$ cat src/rtl/rnd_pkg.sv
package rnd_pkg;
  localparam int unsigned TAG_W = 6;
  localparam logic [TAG_W-1:0] HDR_TAG = 6'b100000;

  typedef enum logic {
    LD_IDLE = 1'b0,
    LD_DATA = 1'b1
  } ld_state_e;
endpackage

$ cat src/rtl/rnd_cfg_loader.sv
module rnd_cfg_loader
  import rnd_pkg::*;
#(
  parameter int unsigned CFG_W  = 12,
  parameter int unsigned DATA_W = 32,
  parameter int unsigned BYTE_W = 8,
  parameter int unsigned N_REGS = 16,
  localparam int unsigned BYTES  = DATA_W / BYTE_W,
  localparam int unsigned CNT_W  = $clog2(BYTES),
  localparam int unsigned ADDR_W = $clog2(N_REGS)
) (
  input  logic              clk_i,
  input  logic              rst_ni,
  input  logic              cfg_valid_i,
  input  logic [CFG_W-1:0]  cfg_word_i,
  output logic              wr_en_o,
  output logic [ADDR_W-1:0] wr_addr_o,
  output logic [DATA_W-1:0] wr_data_o,
  output logic              busy_o
);
  ld_state_e                state_q;
  logic [CNT_W-1:0]         cnt_q;
  logic [ADDR_W-1:0]        addr_q;
  logic [DATA_W-BYTE_W-1:0] shadow_q;

  logic [BYTE_W-1:0] byte_in;
  logic              hdr_hit;
  logic              last_byte;

  assign byte_in   = cfg_word_i[BYTE_W-1:0];
  assign hdr_hit   = cfg_word_i[CFG_W-1 -: TAG_W] == HDR_TAG;
  assign last_byte = cnt_q == CNT_W'(BYTES - 1);

  // commit is combinational so the register file updates on the last-byte edge
  assign wr_en_o   = cfg_valid_i && (state_q == LD_DATA) && last_byte;
  assign wr_addr_o = addr_q;
  assign wr_data_o = {byte_in, shadow_q};
  assign busy_o    = state_q == LD_DATA;

  always_ff @(posedge clk_i or negedge rst_ni) begin
    if (!rst_ni) begin
      state_q  <= LD_IDLE;
      cnt_q    <= '0;
      addr_q   <= '0;
      shadow_q <= '0;
    end else if (cfg_valid_i) begin
      case (state_q)
        LD_IDLE: begin
          if (hdr_hit) begin
            state_q <= LD_DATA;
            addr_q  <= cfg_word_i[ADDR_W-1:0];
            cnt_q   <= '0;
          end
        end
        LD_DATA: begin
          if (last_byte) begin
            state_q <= LD_IDLE;
            cnt_q   <= '0;
          end else begin
            shadow_q[int'(cnt_q)*BYTE_W +: BYTE_W] <= byte_in;
            cnt_q <= cnt_q + 1'b1;
          end
        end
        default: state_q <= LD_IDLE;
      endcase
    end
  end
endmodule

$ cat src/rtl/rnd_reg_file.sv
module rnd_reg_file #(
  parameter int unsigned DATA_W = 32,
  parameter int unsigned N_REGS = 16,
  localparam int unsigned ADDR_W = $clog2(N_REGS)
) (
  input  logic              clk_i,
  input  logic              rst_ni,
  input  logic              wr_en_i,
  input  logic [ADDR_W-1:0] wr_addr_i,
  input  logic [DATA_W-1:0] wr_data_i,
  input  logic [ADDR_W-1:0] rd_sel_i,
  output logic [DATA_W-1:0] rd_data_o,
  output logic [N_REGS-1:0] wr_hit_o
);
  logic [DATA_W-1:0] regs_q [N_REGS];

  for (genvar i = 0; i < N_REGS; i++) begin : g_reg
    assign wr_hit_o[i] = wr_en_i && (wr_addr_i == ADDR_W'(i));

    always_ff @(posedge clk_i or negedge rst_ni) begin
      if (!rst_ni)          regs_q[i] <= '0;
      else if (wr_hit_o[i]) regs_q[i] <= wr_data_i;
    end
  end

  assign rd_data_o = regs_q[rd_sel_i];
endmodule

$ cat src/rtl/rnd_sum.sv
module rnd_sum #(
  parameter int unsigned DATA_W = 32
) (
  input  logic              clk_i,
  input  logic              rst_ni,
  input  logic [DATA_W-1:0] acc_i,
  input  logic [DATA_W-1:0] rnd_i,
  output logic [DATA_W-1:0] sum_o
);
  // modulo 2^DATA_W, carry dropped
  always_ff @(posedge clk_i or negedge rst_ni) begin
    if (!rst_ni) sum_o <= '0;
    else         sum_o <= acc_i + rnd_i;
  end
endmodule

$ cat src/rtl/rnd_add.sv
module rnd_add #(
  parameter int unsigned CFG_W  = 12,
  parameter int unsigned DATA_W = 32,
  parameter int unsigned BYTE_W = 8,
  parameter int unsigned N_REGS = 16,
  localparam int unsigned ADDR_W = $clog2(N_REGS)
) (
  input  logic              clk_i,
  input  logic              rst_ni,
  input  logic              cfg_valid_i,
  input  logic [CFG_W-1:0]  cfg_word_i,
  input  logic [ADDR_W-1:0] sel_i,
  input  logic [DATA_W-1:0] acc_i,
  output logic [DATA_W-1:0] sum_o
);
  logic              wr_en;
  logic [ADDR_W-1:0] wr_addr;
  logic [DATA_W-1:0] wr_data;
  logic [DATA_W-1:0] rnd_val;
  logic [N_REGS-1:0] wr_hit;
  logic              ld_busy;

  rnd_cfg_loader #(
    .CFG_W (CFG_W),
    .DATA_W(DATA_W),
    .BYTE_W(BYTE_W),
    .N_REGS(N_REGS)
  ) u_loader (
    .clk_i      (clk_i),
    .rst_ni     (rst_ni),
    .cfg_valid_i(cfg_valid_i),
    .cfg_word_i (cfg_word_i),
    .wr_en_o    (wr_en),
    .wr_addr_o  (wr_addr),
    .wr_data_o  (wr_data),
    .busy_o     (ld_busy)
  );

  rnd_reg_file #(
    .DATA_W(DATA_W),
    .N_REGS(N_REGS)
  ) u_regs (
    .clk_i    (clk_i),
    .rst_ni   (rst_ni),
    .wr_en_i  (wr_en),
    .wr_addr_i(wr_addr),
    .wr_data_i(wr_data),
    .rd_sel_i (sel_i),
    .rd_data_o(rnd_val),
    .wr_hit_o (wr_hit)
  );

  rnd_sum #(
    .DATA_W(DATA_W)
  ) u_sum (
    .clk_i (clk_i),
    .rst_ni(rst_ni),
    .acc_i (acc_i),
    .rnd_i (rnd_val),
    .sum_o (sum_o)
  );
endmodule

$ cat config.mk
export PLATFORM = sky130hd
export DESIGN_NAME = rnd_add
export DESIGN_NICKNAME = d
export VERILOG_FILES = /design/src/rtl/rnd_pkg.sv /design/src/rtl/rnd_cfg_loader.sv /design/src/rtl/rnd_reg_file.sv /design/src/rtl/rnd_sum.sv /design/src/rtl/rnd_add.sv
export SDC_FILE = /design/constraint.sdc
export NUM_CORES = 1
export LEC_CHECK = 0
export CAP_MARGIN = 20
export CELL_PAD_IN_SITES_DETAIL_PLACEMENT = 2
export CELL_PAD_IN_SITES_GLOBAL_PLACEMENT = 2
export CORE_AREA = 2 2 263 265
export CTS_CLUSTER_DIAMETER = 120
export DETAILED_ROUTE_END_ITERATION = 10
export DIE_AREA = 0 0 265 267
export PLACE_DENSITY_LB_ADDON = 0.1
export SKIP_CTS_REPAIR_TIMING = 1
export SYNTH_ARGS = -nofsm -noshare
export SYNTH_HDL_FRONTEND = slang
export SYNTH_SLANG_ARGS = --single-unit
export TNS_END_PERCENT = 50
$ cat constraint.sdc
create_clock -name clk_i -period 7 [get_ports clk_i]
set_input_delay 2.1 -clock clk_i [delete_from_list [all_inputs] [get_ports clk_i]]
set_output_delay 2.1 -clock clk_i [all_outputs]
set_load 0.02 [all_outputs]
Word-level counts from Yosys, hierarchy flattened
Cells that the tools add are included.
{"block": "classes", "n_addsub": 3, "order_cmp": 1, "eq_ne": 18, "shift": 2, "n_mux": 10, "bitwise_logic": 3, "n_reduce_logical": 22}
{"operator": "32-bit binary-select mux with 4-bit select", "count": 1}
{"operator": "32-bit 2-to-1 mux", "count": 2}
{"operator": "5-bit negation with 34-bit output", "count": 1}
{"operator": "8-bit by 34-bit variable shift with 24-bit output (first input constant)", "count": 1}
{"operator": "8-bit by 34-bit indexed part select with 24-bit output", "count": 1}
{"operator": "32-bit adder", "count": 1}
{"operator": "4-bit == test (second input constant)", "count": 8}
{"operator": "24-bit bitwise mux", "count": 1}
{"operator": "1-bit logical AND", "count": 18}
{"operator": "4-bit by 3-bit == test with 1-bit output (second input constant)", "count": 4}
{"operator": "4-bit by 2-bit == test with 1-bit output (second input constant)", "count": 2}
{"operator": "6-bit == test (second input constant)", "count": 1}
{"operator": "3-bit AND reduction", "count": 2}
{"operator": "5-bit >= comparator (second input constant)", "count": 1}
{"operator": "4-bit NOT with 5-bit output", "count": 1}
{"operator": "4-bit by 1-bit == test with 1-bit output (second input constant)", "count": 1}
{"operator": "4-bit zero test", "count": 1}
{"operator": "2-bit 2-to-1 mux", "count": 2}
{"operator": "2-bit one-hot mux with 2 select lines", "count": 1}
{"operator": "2-bit by 1-bit adder with 2-bit output (second input constant)", "count": 1}
{"operator": "2-bit == test (second input constant)", "count": 1}
{"operator": "1-bit 2-to-1 mux", "count": 2}
{"operator": "2-bit by 1-bit inequality test with 1-bit output (second input constant)", "count": 1}
{"operator": "1-bit NOT", "count": 2}
{"operator": "other kinds (2)", "count": 2}
{"block": "totals", "ff_bits": 575, "inputBits": 51, "out_inout_bits": 32, "elab_cells": 80}

Logic depth before layout (Yosys ltp)
Gate-level depths: netlist of run 1.
{"block": "logic_depth", "word_depth": 5, "depth_mapped": 15, "depth_no_buf": 12}

By module
Synthesis of run 1 repeated with hierarchy kept, for this count alone.
{"block": "unflattened", "cells_unflattened": 1773, "area_unflattened_um2": 26838.2}
{"mod": "rnd_reg_file", "instances": 1, "cells_per_inst": 1411, "area_each_um2": 22922.0, "seq_area_each_um2": 12812.3}
{"mod": "rnd_sum", "instances": 1, "cells_per_inst": 265, "area_each_um2": 2521.2, "seq_area_each_um2": 800.8}
{"mod": "rnd_cfg_loader", "instances": 1, "cells_per_inst": 97, "area_each_um2": 1395.1, "seq_area_each_um2": 775.7}

Least setup slack after synthesis of run 1
No wires, ideal clock.
{"block": "synth_timing", "kind": "input to register", "from": "in sel_i[1]", "to": "reg u_sum.sum_o[30]", "arrival_time_ns": 5.234, "slack_ns": 1.642, "cell_stages": 14, "cell_sequence": "buf_2 > buf_2 > buf_1 > mux4_2 > mux4_2 > ha_1 > clkbuf_1 > a21o_1 > a21o_1 > a21o_1 > a211oi_1 > o211ai_1 > a41o_1 > xor2_1"}
{"block": "synth_between", "elab_chain_cells": 5}
{"element": "start: declaration", "line_no": "rnd_add.sv:12", "rtl": "input logic [ADDR_W-1:0] sel_i,"}
{"element": "4-bit NOT with 5-bit output (not written as such)", "line_no": "rnd_reg_file.sv:26", "rtl": "assign rd_data_o = regs_q[rd_sel_i];"}
{"element": "32-bit binary-select mux with 4-bit select", "line_no": "rnd_reg_file.sv:26"}
{"element": "32-bit 2-to-1 mux (not written as such) (2 in series)", "line_no": "rnd_reg_file.sv:26"}
{"element": "32-bit adder", "line_no": "rnd_sum.sv:13", "rtl": "else sum_o <= acc_i + rnd_i;"}
{"element": "end signal: assignment", "line_no": "rnd_sum.sv:13"}
{"element": "end: declaration", "line_no": "rnd_sum.sv:8", "rtl": "output logic [DATA_W-1:0] sum_o"}
No other way between the ends. The select of a mux whose other input is x is not followed.
A chain may end at the register's enable or synchronous reset.

Final worst setup path of run 1
{"block": "layout_timing", "from": "in sel_i[0]", "to": "reg u_sum.sum_o[28]"}
The elaborated chain is that of the path after synthesis.

==> results of run 1 <==
-- final cells by class --
| class | instances | share of cell area (%) |
|---|---|---|
| inverters | 13 | 0.158 |
| clock inverters | 20 | 0.568 |
| clock buffers | 101 | 6.55 |
| flip-flops and latches | 575 | 46.7 |
| repair buffers | 118 | 3.95 |
| well taps | 882 | 3.58 |
| multi-input cells | 1032 | 38.5 |
-- layout by cell type, fill, tap and decap left out, types with 4 or more instances in the layout --
master           netlist  final
clkdlybuf4s50_1        0     77
nand3_1               13     11
a211oi_1               4      4
nand2_4                0      6
nor2b_1                9      9
a21o_1                20     20
buf_4                  9     27
xnor2_1               21     21
nor3b_1                6      6
inv_1                 13     13
nor2_1                24     18
mux2_1                18     18
nor2_4                 0      6
dfrtp_1              575    575
clkinv_2               0     11
nand4_1                6      6
and2_1                 4      4
mux4_2               159    159
nor3_1                 8      8
clkbuf_1              57     17
xor2_1                 8      8
clkbuf_8               0     14
a31oi_1                7      7
buf_12                 0     10
a21oi_1               25     25
clkbuf_16              0     71
nand2b_1               4      4
ha_1                  36     36
mux2_2               498    498
o21ai_0               36     36
inv_6                  0      6
nand2_1               72     66
and3_1                 9      9
-- power by group through the flow --
| stage | clock network (mW) | logic (mW) | registers [mW] |
|---|---|---|---|
| final | 3.51 | 0.886 | 3.92 |
| after global routing | 3.74 | 0.975 | 3.97 |
| after CTS | 3.61 | 0.903 | 3.93 |
| after detailed placement | 0 | 0.898 | 3.98 |
| after global placement | 0 | 0.863 | 3.96 |
| after floorplan | 0 | 0.634 | 3.75 |
-- registers in the layout, summed over array words and instances (netlist names) --
name                cells
u_loader.shadow_q      24
u_loader.wr_addr_o      4
u_loader.busy_o         1
u_loader.cnt_q          2
u_regs.regs_q         512
u_sum.sum_o            32
-- kinds of logic (layout without fill, tap and decap cells) --
kind of cell,after synthesis,in the layout,synth area share [%]
xor gates and xnor gates,29,29,0.945
adders and majority gates,37,37,1.75
DFF,575,575,53.5
and+or+nand+nor,166,166,2.97
AOI/OAI and AO/OA,123,123,3.11
muxes,677,677,35.0
buffers and inverters,149,252,2.67
-- through the flow --
stage               total power [mW]  instance area (um2)  setup slack [ns]  hold WS, ns
floorplan                       4.39                26900              1.64        0.452
global placement                4.82                28600             0.825        0.463
detailed placement              4.88                28600             0.712        0.475
CTS                             8.44                30800              1.34        0.489
global route                    8.69                30800             0.972        0.509
finish                          8.32                30800              1.31        0.482
-- final timing paths --
| kind | from | end | slack (ns) | cells past startpoint |
|---|---|---|---|---|
| max | sel_i[0] | u_sum.sum_o[28]$_DFF_PN0_ | 1.31 | 12 |
| min | u_regs.regs_q[422]$_DFFE_PN0P_ | u_regs.regs_q[422]$_DFFE_PN0P_ | 0.48 | 1 |
| max reg2reg | u_regs.regs_q[4]$_DFFE_PN0P_ | u_sum.sum_o[28]$_DFF_PN0_ | 3.29 | 10 |
| min reg2reg | u_regs.regs_q[422]$_DFFE_PN0P_ | u_regs.regs_q[422]$_DFFE_PN0P_ | 0.48 | 1 |
| max in group asynchronous | rst_ni | u_loader.shadow_q[22]$_DFFE_PN0P_ | 4.26 | 2 |
| min in group asynchronous | rst_ni | u_regs.regs_q[165]$_DFFE_PN0P_ | 1.46 | 1 |
-- metal layers --
metal / vias to the layer above / global-route usage, % / routed length, um
li1: 6646 / - / -
met1: 8569 / 32.8 / 36500
met2: 264 / 38.0 / 38000
met3: 125 / 3.61 / 2840
met4: 2 / 6.35 / 2060
met5: - / 0 / 13
-- worst max-delay path, stage by stage --
cell and delay (ns):
clkbuf_8 0.44, buf_12 0.33, mux4_2 0.55, mux4_2 0.52, ha_1 0.37, a21oi_1 0.30, o21ai_0 0.15, a31oi_1 0.33
o21ai_0 0.32, nand3_1 0.25, nor3b_1 0.33, o31ai_1 0.12
==> metrics.md, run 1 <==
| Metric | Value |
|---|---|
| Number of synthesized flops with an enable pin | 0 |
| Post-synthesis cell type count | 61 |
| Final non-filler cell total | 2,741 |
| Die area | 70,800 um2 |
| Outcome | finished clean |
| Most frequent cell after synthesis | dfrtp_1 |
| Pins Over Slew Limit | 0 |
| Setup repair after global routing missed its margin | no |
| # port buffers | 82 |
| Aggregate negative setup slack | 0 ns |
| # diodes | 0 |
| Die Span X | 265 um |
| Clock latency on the worst-skew pair | 0.61 ns |
| Core ar. | 68,000 um2 |
| Critical path capture point type | flip-flop |
| Multi-input combinational cell area | 11,900 um2 |
| Critical path type | in -> reg |
| Sequential Power Share | 47.2% |
| Final Cycle Share | 81.3% |
| Slew @ Worst Pin | 1.10 ns |
| Sw Pwr | 2.30 mW |
| Ys Warns | 0 |
| Vias in the first global route | 17,900 |
| Synth Register Bits | 575 |
| DR iter-0 viols | 809 |
| Initial Utilization | 39.5% |
| Final hold vios | 0 |
| # IOs | 83 |
| Routed wire length | 79,400 um |
| Root Buffer | clkbuf_16 |
| Clock tree buffer depth | 3 |
| WP data arrival | 6.17 ns |
| Comb power frac | 10.7% |
| Die Y | 267 um |
| Vias | 15,600 |
| Dpl hpwl | 47,900 um |
| Worst VDD drop | 0.242 mV |
| P per Cell Area | 270 nW/um2 |
| Synth Cell Area | 26,900 um2 |
| Area share of the largest cell type after synthesis | 53.5% |
| Fillers | 6,332 |
| Via-to-Cell Ratio | 5.69 |
| Num CTS Buffers | 69 |
| Primary FF master, synth | dfrtp_1 |
| Drt wl/cell | 29.0 um |
| CTS tree | done |
| Leakage | 14.7 nW |
| Synth area leaders | dfrtp_1 54%, mux2_2 21%, mux4_2 13% |
| Skew final | 0.0210 ns |
| Hold crit path type | reg -> reg |
| Grt total ovfl | 0 |
| Sw frac | 27.6% |
| Inst Count DP | 2,620 |
| F_max | 176 MHz |
| Required @ worst endpoint | 7.48 ns |
| Clock sink count | 575 |
| Iteration count of the initial detailed-routing pass | 4 |
| Setup Viol. Count Final | 0 |
| Register area | 14,400 um2 |
| Largest net degree at the start of global routing | 153 |
| Post-layout util | 45.4% |
| Final Critical Period | 5.69 ns |
| Synth top cells by count | 575 x dfrtp_1, 498 x mux2_2, 159 x mux4_2 |
| Ys async rst share | 100% |
| Syn nets | 1,844 |
| Worst-path clk slew | 0.06 ns |
| Slew HR | 26.6% |
| Max Cap Violations | 0 |
| Area added between synthesis and finish | 14.7% |
| H-tree Lvls | 3 |
| DRC viols | 0 |
| Clock share of power | 42.2% |
| Initial antenna violation count | 1 |
| Synthesized instance count | 1,756 |
| Startpoint types | input port |
| Mapped Avg Cell Area | 15.3 um2 |
| Seq/Total Area, Yosys | 53.5% |
| GR Util All Layers | 23.4% |
| Yosys top cell by area | dfrtp_1 |
| First-pass GRT wire length | 121,000 um |
| Final GP Congestion | 0.788 |
| Final #Nets | 1,897 |
| Row cnt | 96 |
| Share of cells above drive strength 1 | 44.5% |
| Worst Path Max Fanout | 37 |
| P_int | 6.02 mW |
| Routed Antenna Nets | 0 |
Power figures use the tool's default switching activity.
==> inputs of run 2 (changes only) <==
==> constraint.sdc (replaced) <==
create_clock -name clk_i -period 5.5 [get_ports clk_i]
set_input_delay 1.65 -clock clk_i [delete_from_list [all_inputs] [get_ports clk_i]]
set_output_delay 1.65 -clock clk_i [all_outputs]
set_load 0.02 [all_outputs]
==> run 2 against run 1 <==
Against the previous run:
- clock skew is 0.0096 ns lower
- power is 27% higher
- sequential cell count stayed put
- clock-buffer cell count is 5 higher
- cell count is 1.8% higher
- via count is 2.0% higher
- setup slack worse by 0.67 ns
- die area stayed put
- first-iteration DRC count is 0.74% higher
- critical path type unchanged
==> metrics.md, run 2 (same netlist as run 1, synthesis figures left out) <==
| Metric | Value |
|---|---|
| Outcome | finished clean |
| Clock tree buffer depth | 3 (unchanged) |
| H-tree Lvls | 3 (unchanged) |
| Reg-to-reg critical path endpoint | u_sum.sum_o[24]$_DFF_PN0_ |
| WP buf/inv | 3 (+1) |
| CP Cell Sequence | clkbuf_8 -> buf_12 -> mux4_2 -> mux4_2 -> ha_1 -> a21o_1 -> a21oi_1 -> nor2b_1 -> o41ai_2 -> buf_4 -> o211ai_2 -> a41oi_1 -> xnor2_1 |
| Routed wire length | 82,200 um (+3.6%) |
| Hold crit path type | reg -> reg |
| Max FFs per register | 512 (unchanged) |
| Iteration count of the initial detailed-routing pass | 4 (unchanged) |
| Commonest non-fill, non-tap cell in the layout | dfrtp_1 |
| Clock sink count | 575 (unchanged) |
| WP data arrival | 5.37 ns (-0.80 ns) |
| Initial antenna violation count | 1 (unchanged) |
| F_max | 206 MHz |
| Skew final | 0.0114 ns (-0.00964 ns) |
| Die area | 70,800 um2 (unchanged) |
| Clock latency on the worst-skew pair | 0.60 ns (about the same) |
| Final GP Congestion | 0.770 (-2.3%) |
| Row cnt | 96 (unchanged) |
| Routed Antenna Nets | 0 (unchanged) |
| Critical path capture point type | flip-flop |
| Final hold vios | 0 (unchanged) |
| Final Critical Period | 4.86 ns |
| DR iter-0 viols | 815 (+0.74%) |
| Grt total ovfl | 0 (unchanged) |
| Num CTS Buffers | 70 (+1.4%) |
| Area added between synthesis and finish | 16.2% |
| CP max-delay cell | mux4_2 |
| P per Cell Area | 338 nW/um2 (+25%) |
| Reg2Reg Launch Point | u_regs.regs_q[32]$_DFFE_PN0P_ |
| Top Registers | u_regs.regs_q (512), u_sum.sum_o (32), u_loader.shadow_q (24) |
| Top reg by flops | u_regs.regs_q |
| Final Cycle Share | 88.4% |
| Slew HR | 24.0% (-2.6 points) |
| Worst Hold Slack | 0.486 ns (+0.00382 ns) |
| Root Buffer | clkbuf_16 |
| R2R Setup Slk | 1.79 ns (-1.50 ns) |
| Critical path type | in -> reg |
| Final #Nets | 1,947 (+2.6%) |
| Placed Area | 29,100 um2 (+1.5%) |
| Cell area after layout | 31,200 um2 (+1.3%) |
| Worst VDD drop | 0.236 mV (-2.3%) |
| Core ar. | 68,000 um2 (unchanged) |
| Worst Path Max Fanout | 39 (+5.4%) |
| Drt wl/cell | 29.5 um (+1.8%) |
| # port buffers | 82 (unchanged) |
| DRC viols | 0 (unchanged) |
| # IOs | 83 (unchanged) |
| Setup Viol. Count Final | 0 (unchanged) |
| Start point of the worst hold path | u_regs.regs_q[426]$_DFFE_PN0P_ |
| CTS tree | done |
| Slew @ Worst Pin | 1.14 ns (+0.0383 ns) |
| Largest net degree at the start of global routing | 115 (-25%) |
| Hold Path Stages | 1 (unchanged) |
| Max Cap Violations | 0 (unchanged) |
| Worst R2R Path Depth | 12 (+2) |
| Die Span X | 265 um (unchanged) |
| Dpl hpwl | 50,600 um (+5.8%) |
| Pins Over Slew Limit | 0 (unchanged) |
| Commonest non-fill, non-tap cells in the layout | 575 x dfrtp_1, 498 x mux2_2, 159 x mux4_2 |
| Worst-path clk slew | 0.06 ns (about the same) |
| Share of cells above drive strength 1 | 45.5% (+1.0 points) |
| Vias in the first global route | 18,200 (+1.7%) |
| Top delay family on crit path | compound AO/OA/AOI/OAI gates |
| First-pass GRT wire length | 125,000 um (+2.9%) |
| Initial Utilization | 39.5% (unchanged) |
| CP peak stage delay | 0.59 ns (+0.04 ns) |
| Vias | 15,900 (+2.0%) |
| Hold Path End | u_regs.regs_q[426]$_DFFE_PN0P_ |
| Startpoint types | input port |
| Leakage | 14.9 nW (+1.4%) |
| Die Y | 267 um (unchanged) |
| Top cell by count, worst path | mux4_2 |
| # diodes | 0 (unchanged) |
| Setup repair after global routing missed its margin | no |
| Via-to-Cell Ratio | 5.71 (+0.27%) |
| GR Util All Layers | 24.1% (+0.77 points) |
| Setup crit start | sel_i[0] |
| Required @ worst endpoint | 6.01 ns (-1.47 ns) |
run 2: cell types whose count changed in the layout (fill, tap and decap cells not counted), sizes merged:
cell / before / now
bufinv: 2 / 1
inv: 19 / 17
clkbuf: 102 / 108
clkinv: 11 / 8
buf: 40 / 88
run 2: worst max path at each step:
stage	end	slack [ns]	depth (start not counted)
2_1_floorplan	u_sum.sum_o[30]$_DFF_PN0_	0.59	14
3_3_place_gp	u_sum.sum_o[29]$_DFF_PN0_	-0.004	13
3_5_place_dp	u_sum.sum_o[29]$_DFF_PN0_	-0.03	13
4_1_cts	u_sum.sum_o[29]$_DFF_PN0_	0.58	13
5_1_grt	u_sum.sum_o[29]$_DFF_PN0_	0.35	13
6_report	u_sum.sum_o[25]$_DFF_PN0_	0.64	13
run 2: layer usage:
layer / global-route usage (%) / routed length, um / part of all wire [%] / vias up
met5: 0 / 13 / 0.016 / -
met4: 8.02 / 2530 / 3.1 / 2
met3: 3.30 / 2550 / 3.1 / 134
met2: 39.5 / 40000 / 49 / 318
met1: 33.3 / 37200 / 45 / 8728
li1: - / - / - / 6740
run 2: area by class of cell:
| cell class | count | area, um2 |
|---|---|---|
| Inverter | 13 | 48.8 |
| Timing Repair Buffer | 167 | 1670 |
| Sequential cell | 575 | 14400 |
| Tap cell | 882 | 1100 |
| Multi-Input combinational cell | 1032 | 11900 |
| Fill cell | 6347 | 36800 |
| Clock inverter | 14 | 113 |
| Clock buffer | 106 | 2040 |
run 2: where the power goes:
group	leakage [nW]	internal [mW]	total (mW)	switching [mW]
logic	5.92	0.546	1.16	0.617
clock network	1.06	2.60	4.43	1.83
registers	7.93	4.50	4.98	0.476
run 2: through the flow:
stage                     std cells  setup slack, ns  utilization (%)  TNS [ns]  total power [mW]
after global routing           2789            0.349             45.9         0              11.0
after global placement         2667         -0.00406             42.7  -0.00406              6.15
after detailed placement       2668          -0.0326             42.8   -0.0739              6.22
after CTS                      2788            0.578             45.9         0              10.7
final                          2789            0.640             45.9         0              10.6
after floorplan                1756            0.592                -         0              5.58
